`src/rtl/jdm_pkg.sv`:
```
package jdm_pkg;

    localparam int IR_KEY_W = 4;
    localparam int DR_MAX_W = 35;
    localparam int WORD_W   = 32;
    localparam int ADDR_W   = 2;
    localparam int ACK_W    = 3;

    localparam logic [IR_KEY_W-1:0] CODE_BYPASS = 4'b1111;
    localparam logic [IR_KEY_W-1:0] CODE_IDENT  = 4'b1110;
    localparam logic [IR_KEY_W-1:0] CODE_DPORT  = 4'b1010;
    localparam logic [IR_KEY_W-1:0] CODE_APORT  = 4'b1011;
    localparam logic [IR_KEY_W-1:0] CODE_ABORT  = 4'b1000;

    typedef enum logic [2:0] {
        K_BYPASS  = 3'd0,
        K_IDENT   = 3'd1,
        K_DPORT   = 3'd2,
        K_APORT   = 3'd3,
        K_ABORT   = 3'd4,
        K_UNKNOWN = 3'd5
    } kind_e;

    typedef struct packed {
        kind_e               kind;
        logic [WORD_W-1:0]   data;
        logic [WORD_W-1:0]   wdata;
        logic [ADDR_W-1:0]   addr;
        logic                rnw;
        logic [ACK_W-1:0]    ack;
        logic [3:0]          ver;
        logic [15:0]         part;
        logic [10:0]         maker;
        logic                rsvd;
        logic                abort_bit;
        logic                abort_warn;
        logic                len_err;
    } rec_t;

    function automatic int unsigned kind_len(kind_e k);
        case (k)
            K_BYPASS: return 1;
            K_IDENT:  return WORD_W;
            K_DPORT,
            K_APORT,
            K_ABORT:  return DR_MAX_W;
            default:  return 0;
        endcase
    endfunction

endpackage

```
`src/rtl/jdm_ir_decode.sv`:
```
module jdm_ir_decode
    import jdm_pkg::*;
(
    input  logic [IR_KEY_W-1:0] code,
    output kind_e               kind
);
    always_comb begin
        case (code)
            CODE_BYPASS: kind = K_BYPASS;
            CODE_IDENT:  kind = K_IDENT;
            CODE_DPORT:  kind = K_DPORT;
            CODE_APORT:  kind = K_APORT;
            CODE_ABORT:  kind = K_ABORT;
            default:     kind = K_UNKNOWN;
        endcase
    end
endmodule

```
`src/rtl/jdm_field_unpack.sv`:
```
module jdm_field_unpack
    import jdm_pkg::*;
#(
    parameter int LEN_W = 6
) (
    input  kind_e               kind,
    input  logic [DR_MAX_W-1:0] tdi,
    input  logic [DR_MAX_W-1:0] tdo,
    input  logic [LEN_W-1:0]    len,
    output rec_t                rec
);
    always_comb begin
        rec         = '0;
        rec.kind    = kind;
        rec.len_err = (kind != K_UNKNOWN) && (len != LEN_W'(kind_len(kind)));
        case (kind)
            K_BYPASS: begin
                rec.data = {{(WORD_W-1){1'b0}}, tdi[0]};
            end
            K_IDENT: begin
                rec.data  = tdo[WORD_W-1:0];
                rec.ver   = tdo[31:28];
                rec.part  = tdo[27:12];
                rec.maker = tdo[11:1];
                rec.rsvd  = tdo[0];
            end
            K_DPORT, K_APORT: begin
                rec.data  = tdo[DR_MAX_W-1:ACK_W];
                rec.ack   = tdo[ACK_W-1:0];
                rec.wdata = tdi[DR_MAX_W-1:ACK_W];
                rec.addr  = tdi[ADDR_W:1];
                rec.rnw   = tdi[0];
            end
            K_ABORT: begin
                rec.data       = tdo[WORD_W-1:0];
                rec.abort_bit  = tdo[0];
                rec.abort_warn = |tdo[WORD_W-1:1];
            end
            default: begin
                rec.data = tdo[WORD_W-1:0];
            end
        endcase
    end
endmodule

```
`src/rtl/jtag_dbg_monitor.sv`:
```
module jtag_dbg_monitor
    import jdm_pkg::*;
#(
    parameter int IR_W  = 4,
    parameter int LEN_W = 6
) (
    input  logic                clk,
    input  logic                rst,
    input  logic                ir_done,
    input  logic [IR_W-1:0]     ir_shift,
    input  logic                dr_done,
    input  logic [DR_MAX_W-1:0] dr_in,
    input  logic [DR_MAX_W-1:0] dr_out,
    input  logic [LEN_W-1:0]    dr_count,
    output logic                sel_valid,
    output logic [2:0]          sel_kind,
    output logic                rec_valid,
    output logic [2:0]          rec_kind,
    output logic [WORD_W-1:0]   rec_data,
    output logic [WORD_W-1:0]   rec_wdata,
    output logic [ADDR_W-1:0]   rec_addr,
    output logic                rec_rnw,
    output logic [ACK_W-1:0]    rec_ack,
    output logic [3:0]          id_version,
    output logic [15:0]         id_part,
    output logic [10:0]         id_maker,
    output logic                id_rsvd,
    output logic                abort_bit,
    output logic                abort_warn,
    output logic                len_err
);
    kind_e ir_kind;
    kind_e kind_q;
    logic  armed_q;
    rec_t  rec_next;
    rec_t  rec_q;
    logic  rec_v_q;
    logic  sel_v_q;
    kind_e sel_q;
    logic  take_dr;

    jdm_ir_decode u_ir (
        .code (ir_shift[IR_KEY_W-1:0]),
        .kind (ir_kind)
    );

    jdm_field_unpack #(.LEN_W(LEN_W)) u_unpack (
        .kind (kind_q),
        .tdi  (dr_in),
        .tdo  (dr_out),
        .len  (dr_count),
        .rec  (rec_next)
    );

    assign take_dr = dr_done && armed_q;

    always_ff @(posedge clk) begin
        if (rst) begin
            armed_q <= 1'b0;
            kind_q  <= K_BYPASS;
        end else if (ir_done) begin
            armed_q <= 1'b1;
            kind_q  <= ir_kind;
        end else if (dr_done) begin
            armed_q <= 1'b0;
        end
    end

    always_ff @(posedge clk) begin
        if (rst) begin
            sel_v_q <= 1'b0;
            sel_q   <= K_BYPASS;
            rec_v_q <= 1'b0;
            rec_q   <= '0;
        end else begin
            sel_v_q <= ir_done;
            rec_v_q <= take_dr;
            if (ir_done) sel_q <= ir_kind;
            if (take_dr) rec_q <= rec_next;
        end
    end

    assign sel_valid  = sel_v_q;
    assign sel_kind   = sel_q;
    assign rec_valid  = rec_v_q;
    assign rec_kind   = rec_q.kind;
    assign rec_data   = rec_q.data;
    assign rec_wdata  = rec_q.wdata;
    assign rec_addr   = rec_q.addr;
    assign rec_rnw    = rec_q.rnw;
    assign rec_ack    = rec_q.ack;
    assign id_version = rec_q.ver;
    assign id_part    = rec_q.part;
    assign id_maker   = rec_q.maker;
    assign id_rsvd    = rec_q.rsvd;
    assign abort_bit  = rec_q.abort_bit;
    assign abort_warn = rec_q.abort_warn;
    assign len_err    = rec_q.len_err;
endmodule

```
`config.mk`:
```
export PLATFORM = sky130hd
export DESIGN_NAME = jtag_dbg_monitor
export DESIGN_NICKNAME = d
export VERILOG_FILES = /design/src/rtl/jdm_pkg.sv /design/src/rtl/jdm_ir_decode.sv /design/src/rtl/jdm_field_unpack.sv /design/src/rtl/jtag_dbg_monitor.sv
export SDC_FILE = /design/constraint.sdc
export NUM_CORES = 1
export LEC_CHECK = 0
export BUFFER_PORTS_ARGS = -buffer_cell sky130_fd_sc_hd__buf_2
export CORE_AREA = 2 2 96 98
export CTS_BUF_LIST = sky130_fd_sc_hd__clkbuf_4
export DETAILED_ROUTE_END_ITERATION = 8
export DIE_AREA = 0 0 98 100
export MAX_ROUTING_LAYER = met4
export PLACE_DENSITY = 0.77
export SYNTH_ARGS = -nofsm -noshare
export SYNTH_HDL_FRONTEND = slang
export SYNTH_SLANG_ARGS = --single-unit
```
`constraint.sdc`:
```
create_clock -name clk -period 1.9 [get_ports clk]
set_clock_uncertainty 0.05 [all_clocks]
set_input_delay 0.095 -clock clk [delete_from_list [all_inputs] [get_ports clk]]
set_output_delay 0.095 -clock clk [all_outputs]
set_load 0.02 [all_outputs]
```
Yosys cells after proc, flatten, opt, wreduce, memory -nomap -nowiden
Index checks and enable logic that the tools add are counted.
{ "classes": {"n_reduce_logical": 7, "muxes": 8, "n_eq_ne": 11} }
{ "ops": {"columns": ["operator", "n"], "rows": [
  ["case mux 32 bit (2 select lines)", 1],
  ["2-to-1 mux 38 bit", 1],
  ["2-to-1 mux 32 bit", 1],
  ["OR reduction 31 bit", 1],
  ["== test 4 bit, second input constant", 5],
  ["case mux 6 bit (3 select lines)", 1],
  ["case mux 3 bit (5 select lines)", 1],
  ["== test 3 x 2 -> 1 bit, second input constant", 2],
  ["inequality test 6 bit", 1],
  ["== test 3 x 1 -> 1 bit, second input constant", 1],
  ["== test 3 bit, second input constant", 1],
  ["zero test 3 bit", 1],
  ["inequality test 3 bit, second input constant", 1],
  ["OR reduction 3 bit", 1],
  ["logical AND 1 bit", 2],
  ["2-to-1 mux 1 bit", 2],
  ["2-to-1 mux 2 bit", 1],
  ["nonzero test 2 bit", 1],
  ["OR reduction 2 bit", 1]
]} }
{ "word_totals": {"register_bits": 114, "input_bits": 84} }

Logic depth before layout (Yosys ltp)
Gate-level depths: netlist of run 1.
{ "depth": {"ltp_word": 5, "mapped_depth": 6, "mapped_depth_nobuf": 4} }

Modules after synthesis
Synthesis of run 1 repeated with hierarchy kept, for this count alone.
{ "hier_totals": {"cells_unflattened": 667, "area_unflattened_um2": 5979.5} }
{ "by_module_without_submodules": {"columns": ["mod", "cells_each", "instances", "area_each_um2", "seq_area_each_um2"], "rows": [
  ["jtag_dbg_monitor", 511, 1, 4887.2, 2282.2],
  ["jdm_field_unpack", 151, 1, 1066.0, 0.0],
  ["jdm_ir_decode", 5, 1, 26.3, 0.0]
]} }

Worst setup path after synthesis of run 1
OpenSTA, ideal clock, no wires.
{ "synth_timing": {"path_kind": "reg-to-reg", "startpoint": "register, netlist name sel_kind[2]", "endpoint": "register rec_q, in the netlist rec_data[21]", "setup_time_ns": 0.123, "path_buffers": 1, "t_required_ns": 1.727, "path_stages_with_launch": 6, "setup_slack_ns": 0.476, "arrival_time_ns": 1.251, "path_cell_list": "dfxtp_1 and4b_1 nor2b_1 clkbuf_1 a222oi_1 inv_1"} }
{ "synth_rtl": {"columns": ["element", "line_no", "source"], "rows": [
  ["end signal, assigned", "jtag_dbg_monitor.sv:79", "if (take_dr) rec_q <= rec_next;"],
  ["end, declared", "jtag_dbg_monitor.sv:36", "rec_t rec_q;"]
]} }

==> impl_metrics.csv, run 1 <==
group,metric,value,unit
yosys,netlist_area,0.00414,mm2
finish,final_common_cell,"buf_2",
floorplan,die_y,100,um
floorplan,fp-row-count,35,
sta,hold_violations,0,
drt,vias,4610,
drt,drt-initial-drc-count,353,
critical_path,crit_top_cell,"buf_4",
yosys,netlist_instances,431,
global_route,track_usage,30.0,%
yosys,yosysWarnings,0,
clock_tree,clock_latency,0.50,ns
drt,first_pass_iters,7,
yosys,synth_simple_gate_area_share,14.2,%
sta,finalSetupViolations,0,
finish,fill_cells,662,
finish,multi_input_area,0.00162,mm2
finish,drive_above_1_share,35.1,%
yosys,synth_top_family_by_area,"compound AO/OA/AOI/OAI gates",
yosys,synth_adder_area_share,0,%
critical_path,worstSetupStartpointType,"flip-flop",
finish,final_cell_mix,"buf_2 (195), dfxtp_1 (114), nor2_1 (90)",
drt,drt-total-wl,14500,um
sta,rsz0062_at_grt,"false",
finish,fin_nets,781,
finish,seq_area,0.00228,mm2
drt,wl_per_cell,17.7,um
sta,drv_slew,0,
yosys,ys_ff_latch,114,
place,io_buffers,196,
yosys,synth_nets,515,
global_route,grt_pass1_vias,4475,
yosys,ys_seq_area_share,55.1,%
floorplan,io_pins,197,
pwr,pwr_density_cell,786,mW/mm2
finish,fin_cells,821,
clock_tree,cts_buffer_depth,2,
critical_path,cp_slowest_stage_delay,0.33,ns
pwr,ir_drop,0.516,mV
run_status,status,"finished, final reports clean",
flow_run,maxCapViolations,0,
sta,clock.fmax,596,MHz
yosys,synth_compound_area_share,24.3,%
yosys,async_reset_ff_share,0,%
yosys,synth_edf_count,0,
critical_path,reg2reg_setup_slack,0.22,ns
drt,drc_errors,0,
global_route,antenna_found_initial,0,
sta,slew_headroom,38.9,%
clock_tree,root_buffer,"clkbuf_4",
drt,antenna_left,0,
global_route,grt_overflow_total,0,
floorplan,core_area,0.00889,mm2
critical_path,cp.required,2.25,ns
yosys,synthMuxAreaShare,0,%
floorplan,die-area,0.00980,mm2
drt,viasPerCell,5.62,
clock_tree,clock-sinks,114,
critical_path,crit_fanout,20,
yosys,synth_xor_area_share,0,%
critical_path,path_class,"flip-flop to flip-flop",
yosys,synth_cell_types,33,
place,place_inst,710,
global_route,grt_pass1_wl,22600,um
floorplan,start_util,46.6,%
critical_path,path_cells,"buf_4 > and4b_2 > nor2b_1 > buf_4 > a222oi_1 > inv_1",
place,routabilityCongestion,0.821,
finish,n_antenna_cell,0,
place,dp_hpwl,8650,um
critical_path,crit_family,"buffers and inverters",
yosys,synthFlopType,"dfxtp_1",
sta,tightest_slew,0.916,ns
floorplan,die_width,98,um
critical_path,worst_ep_arrival_time,2.03,ns
critical_path,cp_slowest_cell,"a222oi_1",
clock_tree,cts_max_level,4,
pwr,p_leak,3.01,nW
sta,period_share,88.2,%
finish,final_util,71.2,%
global_route,grt_start_max_net_pins,92,
critical_path,worstSetupEndpointType,"flip-flop",
yosys,syn_avg_cell_area,9.61,um2
clock_tree,clk_pin_slew_worst_paths,0.11,ns
clock_tree,cts_buffers,17,
clock_tree,cts_tree,"done",
worst_hold_path,min_path_type,"primary input to flip-flop",
finish,syn2layout_area_growth,52.7,%
critical_path,crit_buf_inv,3,
sta,min_period,1.68,ns
==> timing repair <==
item | CTS | global route
hold buffers | 79 | 0
endpoints found under the setup margin | 16 | 13
gates resized for setup | 1 | 1
cloned | 0 | 0
hold endpoints to repair | 109 | 0
setup buffers | 0 | 0
==> cell type report <==
class / instances / share of cell area (%)
tap: 111 / 2.20
sequential: 114 / 36.1
clock inverter: 15 / 2.93
multi-input combinational: 256 / 25.6
inverter: 19 / 1.13
clock buffer: 17 / 2.02
timing repair buffer: 289 / 30.1
==> layer usage <==
metal | up-vias | global-route usage [%] | routed length [um]
met1 | 2173 | 35.1 | 5680
met3 | 28 | 8.36 | 1430
met4 | 0 | 11.8 | 293
met5 | - | - | 0
li1 | 2135 | - | -
met2 | 274 | 49.2 | 7090
==> power by group <==
group | internal, mW | leakage [nW] | switching [mW]
clock | 0.923 | 0.151 | 1.00
sequential | 2.43 | 0.922 | 0.0240
combinational | 0.273 | 1.94 | 0.318
total | 3.63 | 3.01 | 1.34
==> through the flow <==
| stage | power (mW) | TNS [ns] | setup slack (ns) | instance area (um2) | hold WS, ns |
|---|---|---|---|---|---|
| 3_5_place_dp | 2.96 | -0.310 | -0.0491 | 5220 | 0.260 |
| 5_1_grt | 5.16 | 0 | 0.113 | 6330 | 0.0888 |
| 2_1_floorplan | 2.73 | 0 | 0.476 | 4140 | 0.153 |
| 4_1_cts | 4.98 | 0 | 0.00191 | 6320 | 0.0373 |
| 6_report | 4.97 | 0 | 0.223 | 6330 | 0.0625 |
| 3_3_place_gp | 2.95 | 0 | 0.0349 | 5220 | 0.261 |
==> worst register-to-register path, delay by kind of cell (launching register included) <==
family / cells / cell delay [ns]
DFF: 1 / 0.32
buffers and inverters: 3 / 0.45
and+or+nand+nor: 2 / 0.41
AOI/OAI and AO/OA: 1 / 0.34
==> state kept, by name, summed over array words and instances, names as in the netlist, 2 cells and up <==
name / flops
rec_kind: 3
id_part: 16
rec_wdata: 32
id_maker: 11
rec_data: 32
sel_kind: 3
rec_addr: 2
rec_ack: 3
id_version: 4
==> final timing paths <==
kind,from,end,depth (start not counted)
setup reg to reg,sel_kind[1],rec_data[18],6
hold / removal,dr_count[4],len_err,5
setup / recovery,sel_kind[1],rec_data[18],6
hold reg to reg,rec_kind[2],rec_kind[2],2
==> cells by family (layout without fill, tap and decap cells) <==
kind of cell           Yosys count  in the layout
AO/OA/AOI/OAI                  124            124
AND/OR/NAND/NOR                132            132
flip-flops                     114            114
buffers and inverters           61            340
==> cell usage after synthesis, drive strengths merged (2+ instances only) <==
library cell / count / area share (%)
a21oi: 9 / 1.1
a221oi: 3 / 0.63
a222oi: 29 / 7.0
a22o: 4 / 0.85
a22oi: 68 / 12
a311oi: 3 / 0.79
buf: 24 / 3.1
clkbuf: 18 / 1.6
dfxtp: 114 / 55
inv: 19 / 1.7
nand2: 9 / 0.82
nand2b: 3 / 0.45
nand4: 2 / 0.30
nor2: 91 / 8.2
nor2b: 5 / 0.76
nor3: 5 / 0.60
nor4: 9 / 1.4
o21ai: 3 / 0.36
o31ai: 2 / 0.36
Note: power is estimated with default switching activity, not from simulation.
==> run 2, diff against run 1 <==
Settings changed: BUFFER_PORTS_ARGS -buffer_cell sky130_fd_sc_hd__buf_2 to not set, CORE_AREA 2 2 96 98 to 2 2 95 97, DIE_AREA 0 0 98 100 to 0 0 97 99, DONT_BUFFER_PORTS set to 1, PLACE_DENSITY 0.77 to 0.59.
==> impl_metrics.csv, run 2 (same netlist as run 1, synthesis figures left out) <==
group,metric,value,unit
flow_run,maxCapViolations,0,
finish,fill_cells,703,
finish,final_common_cell,"dfxtp_1",
worst_hold_path,min_path_type,"primary input to flip-flop",
clock_tree,cts_tree,"done",
clock_tree,cts_buffer_depth,2,
critical_path,r2r_start,"sel_kind[2]",
sta,drv_slew,0,
place,dp_hpwl,7440,um
drt,drt-total-wl,12400,um
clock_tree,clock-sinks,114,
global_route,track_usage,25.4,%
global_route,grt_overflow_total,0,
global_route,grt_pass1_vias,3651,
critical_path,path_class,"primary input to flip-flop",
drt,first_pass_iters,6,
finish,syn2layout_area_growth,31.5,%
floorplan,core_area,0.00855,mm2
clock_tree,cts_max_level,4,
run_status,status,"finished, final reports clean",
global_route,grt_pass1_wl,18800,um
pwr,power,4.64,mW
sta,finalSetupViolations,0,
floorplan,die-area,0.00960,mm2
sta,slew_headroom,50.1,%
finish,multi_input_area,0.00162,mm2
place,io_buffers,0,
critical_path,worst_ep_arrival_time,2.17,ns
finish,drive_above_1_share,10.5,%
floorplan,fp-row-count,34,
clock_tree,clk_pin_slew_worst_paths,0.10,ns
finish,n_antenna_cell,0,
pwr,ir_drop,0.428,mV
pwr,p_leak,2.13,nW
floorplan,die_width,97,um
sta,tightest_slew,0.747,ns
finish,fin_nets,597,
critical_path,cp.required,2.26,ns
sta,min_period,1.81,ns
sta,rsz0062_at_grt,"false",
global_route,grt_start_max_net_pins,96,
critical_path,worstSetupStartpointType,"primary input",
sta,fin_tns_setup,0,ns
drt,drc_errors,0,
drt,vias,3832,
floorplan,io_pins,197,
critical_path,reg2reg_setup_slack,0.17,ns
drt,viasPerCell,6.04,
critical_path,critPathCapture,"sel_kind[0]",
sta,period_share,95.3,%
drt,drt-initial-drc-count,225,
critical_path,rr_endpoint,"rec_data[18]",
clock_tree,clock_latency,0.49,ns
critical_path,ff2ff_path_depth,6,
critical_path,crit_fanout,2,
drt,wl_per_cell,19.5,um
clock_tree,post-cts-setup-buffers,0,
critical_path,setup.worst_path.start,"ir_shift[1]",
critical_path,worstSetupEndpointType,"flip-flop",
global_route,antenna_found_initial,0,
drt,antenna_left,0,
sta,hold_violations,0,
place,routabilityCongestion,0.795,
finish,seq_area,0.00228,mm2
floorplan,die_y,99,um
finish,final_cell_mix,"dfxtp_1 (114), nor2_1 (90), dlygate4sd3_1 (88)",
clock_tree,cts_buffers,17,
sta,clock.fmax,552,MHz
clock_tree,root_buffer,"clkbuf_4",
pwr,pwr_density_cell,852,mW/mm2
floorplan,start_util,48.4,%
-- run 2: power breakdown --
| group | switching, mW | internal, mW |
|---|---|---|
| logic | 0.228 | 0.208 |
| clock network | 0.913 | 0.787 |
| registers | 0.0743 | 2.43 |
-- run 2: metal layers --
layer | wire [um] | GRT usage, % | vias to the layer above
met5 | 0 | - | -
met4 | 252 | 11.5 | 0
met3 | 1160 | 9.50 | 23
met2 | 6210 | 40.1 | 197
met1 | 4750 | 29.0 | 1843
li1 | - | - | 1769
-- run 2: area by class of cell --
class | instances | area share, %
flip-flops and latches | 114 | 41.9
multi-input cells | 256 | 29.7
repair buffers | 105 | 19.6
clock inverters | 14 | 2.60
clock buffers | 18 | 2.48
well taps | 108 | 2.48
inverters | 19 | 1.31
-- run 2: stage by stage --
step | cells | setup WS [ns] | utilization (%) | hold slack, ns | area, um2
finish | 634 | 0.0899 | 63.7 | 0.0432 | 5450
global route | 634 | 0.0259 | 63.7 | 0.0425 | 5450
CTS | 632 | 0.0359 | 63.1 | 0.00400 | 5400
detailed placement | 512 | 0.0532 | 49.4 | 0.121 | 4220
global placement | 512 | 0.111 | 49.4 | 0.121 | 4220
floorplan | 431 | 0.476 | - | 0.153 | 4140
-- run 2: worst max-delay path: stages --
cell and delay, ns:
dlygate4sd3_1 0.57, nand3_1 0.08, dlygate4sd3_1 0.53, o21ai_0 0.07, dlygate4sd3_1 0.56, a311oi_1 0.26
-- run 2: repair_timing --
action,CTS,global route
gates resized for setup,0,3
hold buffers,88,1
endpoints found under the setup margin,0,35
endpoints found under the hold margin,114,1
-- run 2: how the worst min path moves through the flow --
stage	depth (start not counted)	slack, ns	to	startpoint
global placement	1	0.12	len_err	rst
floorplan	1	0.15	sel_kind[2]	ir_done
CTS	4	0.004	len_err	dr_count[5]
finish	4	0.04	len_err	dr_count[5]
detailed placement	1	0.12	len_err	rst
global route	4	0.04	len_err	dr_count[5]
==> run 3, diff against run 2 <==
==> constraint.sdc (replaced) <==
create_clock -name clk -period 1.9 [get_ports clk]
set_clock_uncertainty 0.05 [all_clocks]
set_input_delay 0.475 -clock clk [delete_from_list [all_inputs] [get_ports clk]]
set_output_delay 0.475 -clock clk [all_outputs]
set_load 0.02 [all_outputs]
==> impl_metrics.csv, run 3 (same netlist as run 1, synthesis figures left out) <==
group,metric,value,unit
floorplan,die_width,97,um
worst_hold_path,min_path_type,"primary input to flip-flop",
pwr,pwr-share-clk,40.0,%
place,io_buffers,0,
flow_run,maxCapViolations,0,
pwr,net-switching-power,1.10,mW
finish,final_cell_mix,"dfxtp_1 (113), nor2_1 (91), a22oi_1 (68)",
clock_tree,post-cts-setup-buffers,0,
clock_tree,cts_tree,"done",
global_route,grt_overflow_total,0,
sta,clock.fmax,543,MHz
pwr,pwr-share-seq,55.1,%
critical_path,worstSetupEndpointType,"flip-flop",
critical_path,worstSetupStartpointType,"flip-flop",
pwr,power.share.combinational,5.0,%
pwr,pwr_density_cell,968,mW/mm2
floorplan,io_pins,197,
global_route,grt_pass1_vias,3274,
drt,antenna_left,0,
drt,drc_errors,0,
place,routabilityCongestion,0.823,
drt,drt-total-wl,11600,um
floorplan,start_util,48.4,%
finish,drive_above_1_share,10.9,%
pwr,internal_power,3.45,mW
global_route,grt_start_max_net_pins,98,
run_status,status,"finished with violations",
critical_path,reg2reg_setup_slack,0.06,ns
clock_tree,clock_latency,0.48,ns
floorplan,core_area,0.00855,mm2
clock_tree,cts_max_level,4,
drt,first_pass_iters,6,
finish,final_util,55.0,%
clock_tree,clk_pin_slew_worst_paths,0.11,ns
critical_path,path_class,"flip-flop to flip-flop",
critical_path,cp_slowest_stage_delay,0.55,ns
clock_tree,root_buffer,"clkbuf_4",
pwr,ir_drop,0.526,mV
drt,wl_per_cell,20.7,um
critical_path,cp.required,2.23,ns
critical_path,crit_buf_inv,2,
critical_path,crit_fanout,14,
pwr,p_leak,1.82,nW
global_route,antenna_found_initial,0,
finish,final_common_cell,"dfxtp_1",
finish,syn2layout_area_growth,13.5,%
critical_path,worst_ep_arrival_time,2.17,ns
sta,hold_violations,5,
sta,whs,-0.00699,ns
drt,drt-initial-drc-count,292,
sta,period_share,96.9,%
critical_path,crit_family,"buffers and inverters",
clock_tree,cts_buffers,17,
critical_path,cp_slowest_cell,"dlygate4sd3_1",
drt,viasPerCell,6.19,
sta,drv_slew,0,
global_route,track_usage,23.6,%
pwr,swShare,24.2,%
finish,n_antenna_cell,0,
sta,tightest_slew,0.691,ns
critical_path,path_cells,"buf_4 > nor2b_2 > a221oi_1 > o21a_1 > nor3_1 > dlygate4sd3_1",
sta,slew_headroom,53.9,%
finish,fin_nets,523,
place,dp_hpwl,7420,um
sta,finalSetupViolations,0,
floorplan,die_y,99,um
floorplan,die-area,0.00960,mm2
clock_tree,clock-sinks,114,
clock_tree,cts_buffer_depth,2,
drt,vias,3462,
floorplan,fp-row-count,34,
global_route,grt_pass1_wl,17200,um
run_status,violations,"hold timing",
sta,min_period,1.84,ns
==> run 3: cell types whose count changed in the layout (fill, tap and decap cells not counted), sizes merged <==
cell / previous run / this run
buf: 16 / 13
clkinv: 9 / 6
clkbuf: 19 / 20
dlygate4sd3: 88 / 17
bufinv: 2 / 3
==> run 3: cell type report <==
class	count	area, um2
fill	779	3850
sequential	114	2280
multi-input combinational	256	1620
timing repair buffer	31	313
clock buffer	19	143
clock inverter	12	141
tap	108	135
inverter	19	71.3
==> run 3: power groups by stage <==
stage | sequential [mW] | clock [mW] | combinational [mW]
detailed placement | 2.56 | 0 | 0.191
finish | 2.51 | 1.82 | 0.227
floorplan | 2.55 | 0 | 0.179
CTS | 2.51 | 1.86 | 0.211
global route | 2.51 | 1.97 | 0.251
global placement | 2.56 | 0 | 0.186
==> run 3: path summary, 6_finish.rpt <==
kind | depth (start not counted) | startpoint | endpoint
max reg2reg | 6 | sel_kind[1] | rec_data[0]
min | 1 | rst | id_part[6]
max | 6 | sel_kind[1] | rec_data[0]
min reg2reg | 2 | abort_warn | abort_warn
==> run 3: repair_timing <==
item | 4_1_cts | 5_1_grt
setup endpoints to repair | 0 | 15
hold buffers | 14 | 3
gates resized for setup | 0 | 4
endpoints found under the hold margin | 96 | 85
==> run 3: worst register-to-register path, stage by stage, from the launching register on <==
cell	delay, ns
dfxtp_1	0.31
buf_4	0.20
nor2b_2	0.19
a221oi_1	0.24
o21a_1	0.16
nor3_1	0.04
dlygate4sd3_1	0.55
==> run 3: through the flow <==
stage          setup slack (ns)  instances  power [mW]  setup TNS, ns  cell area (um2)
5_1_grt               -0.000123        559        4.74      -0.000123             4700
3_3_place_gp             0.0851        510        2.75              0             4210
2_1_floorplan             0.355        431        2.73              0             4140
3_5_place_dp            0.00635        510        2.75              0             4210
4_1_cts                  0.0216        555        4.58              0             4630
6_report                 0.0595        559        4.55              0             4700
==> run 3: per-layer routing <==
| layer | wire [um] | share of wire, % | global-route usage (%) |
|---|---|---|---|
| met4 | 177 | 1.5 | 10.9 |
| met5 | 0 | 0 | - |
| met2 | 5700 | 49 | 37.0 |
| met3 | 1250 | 11 | 9.29 |
| met1 | 4440 | 38 | 26.6 |
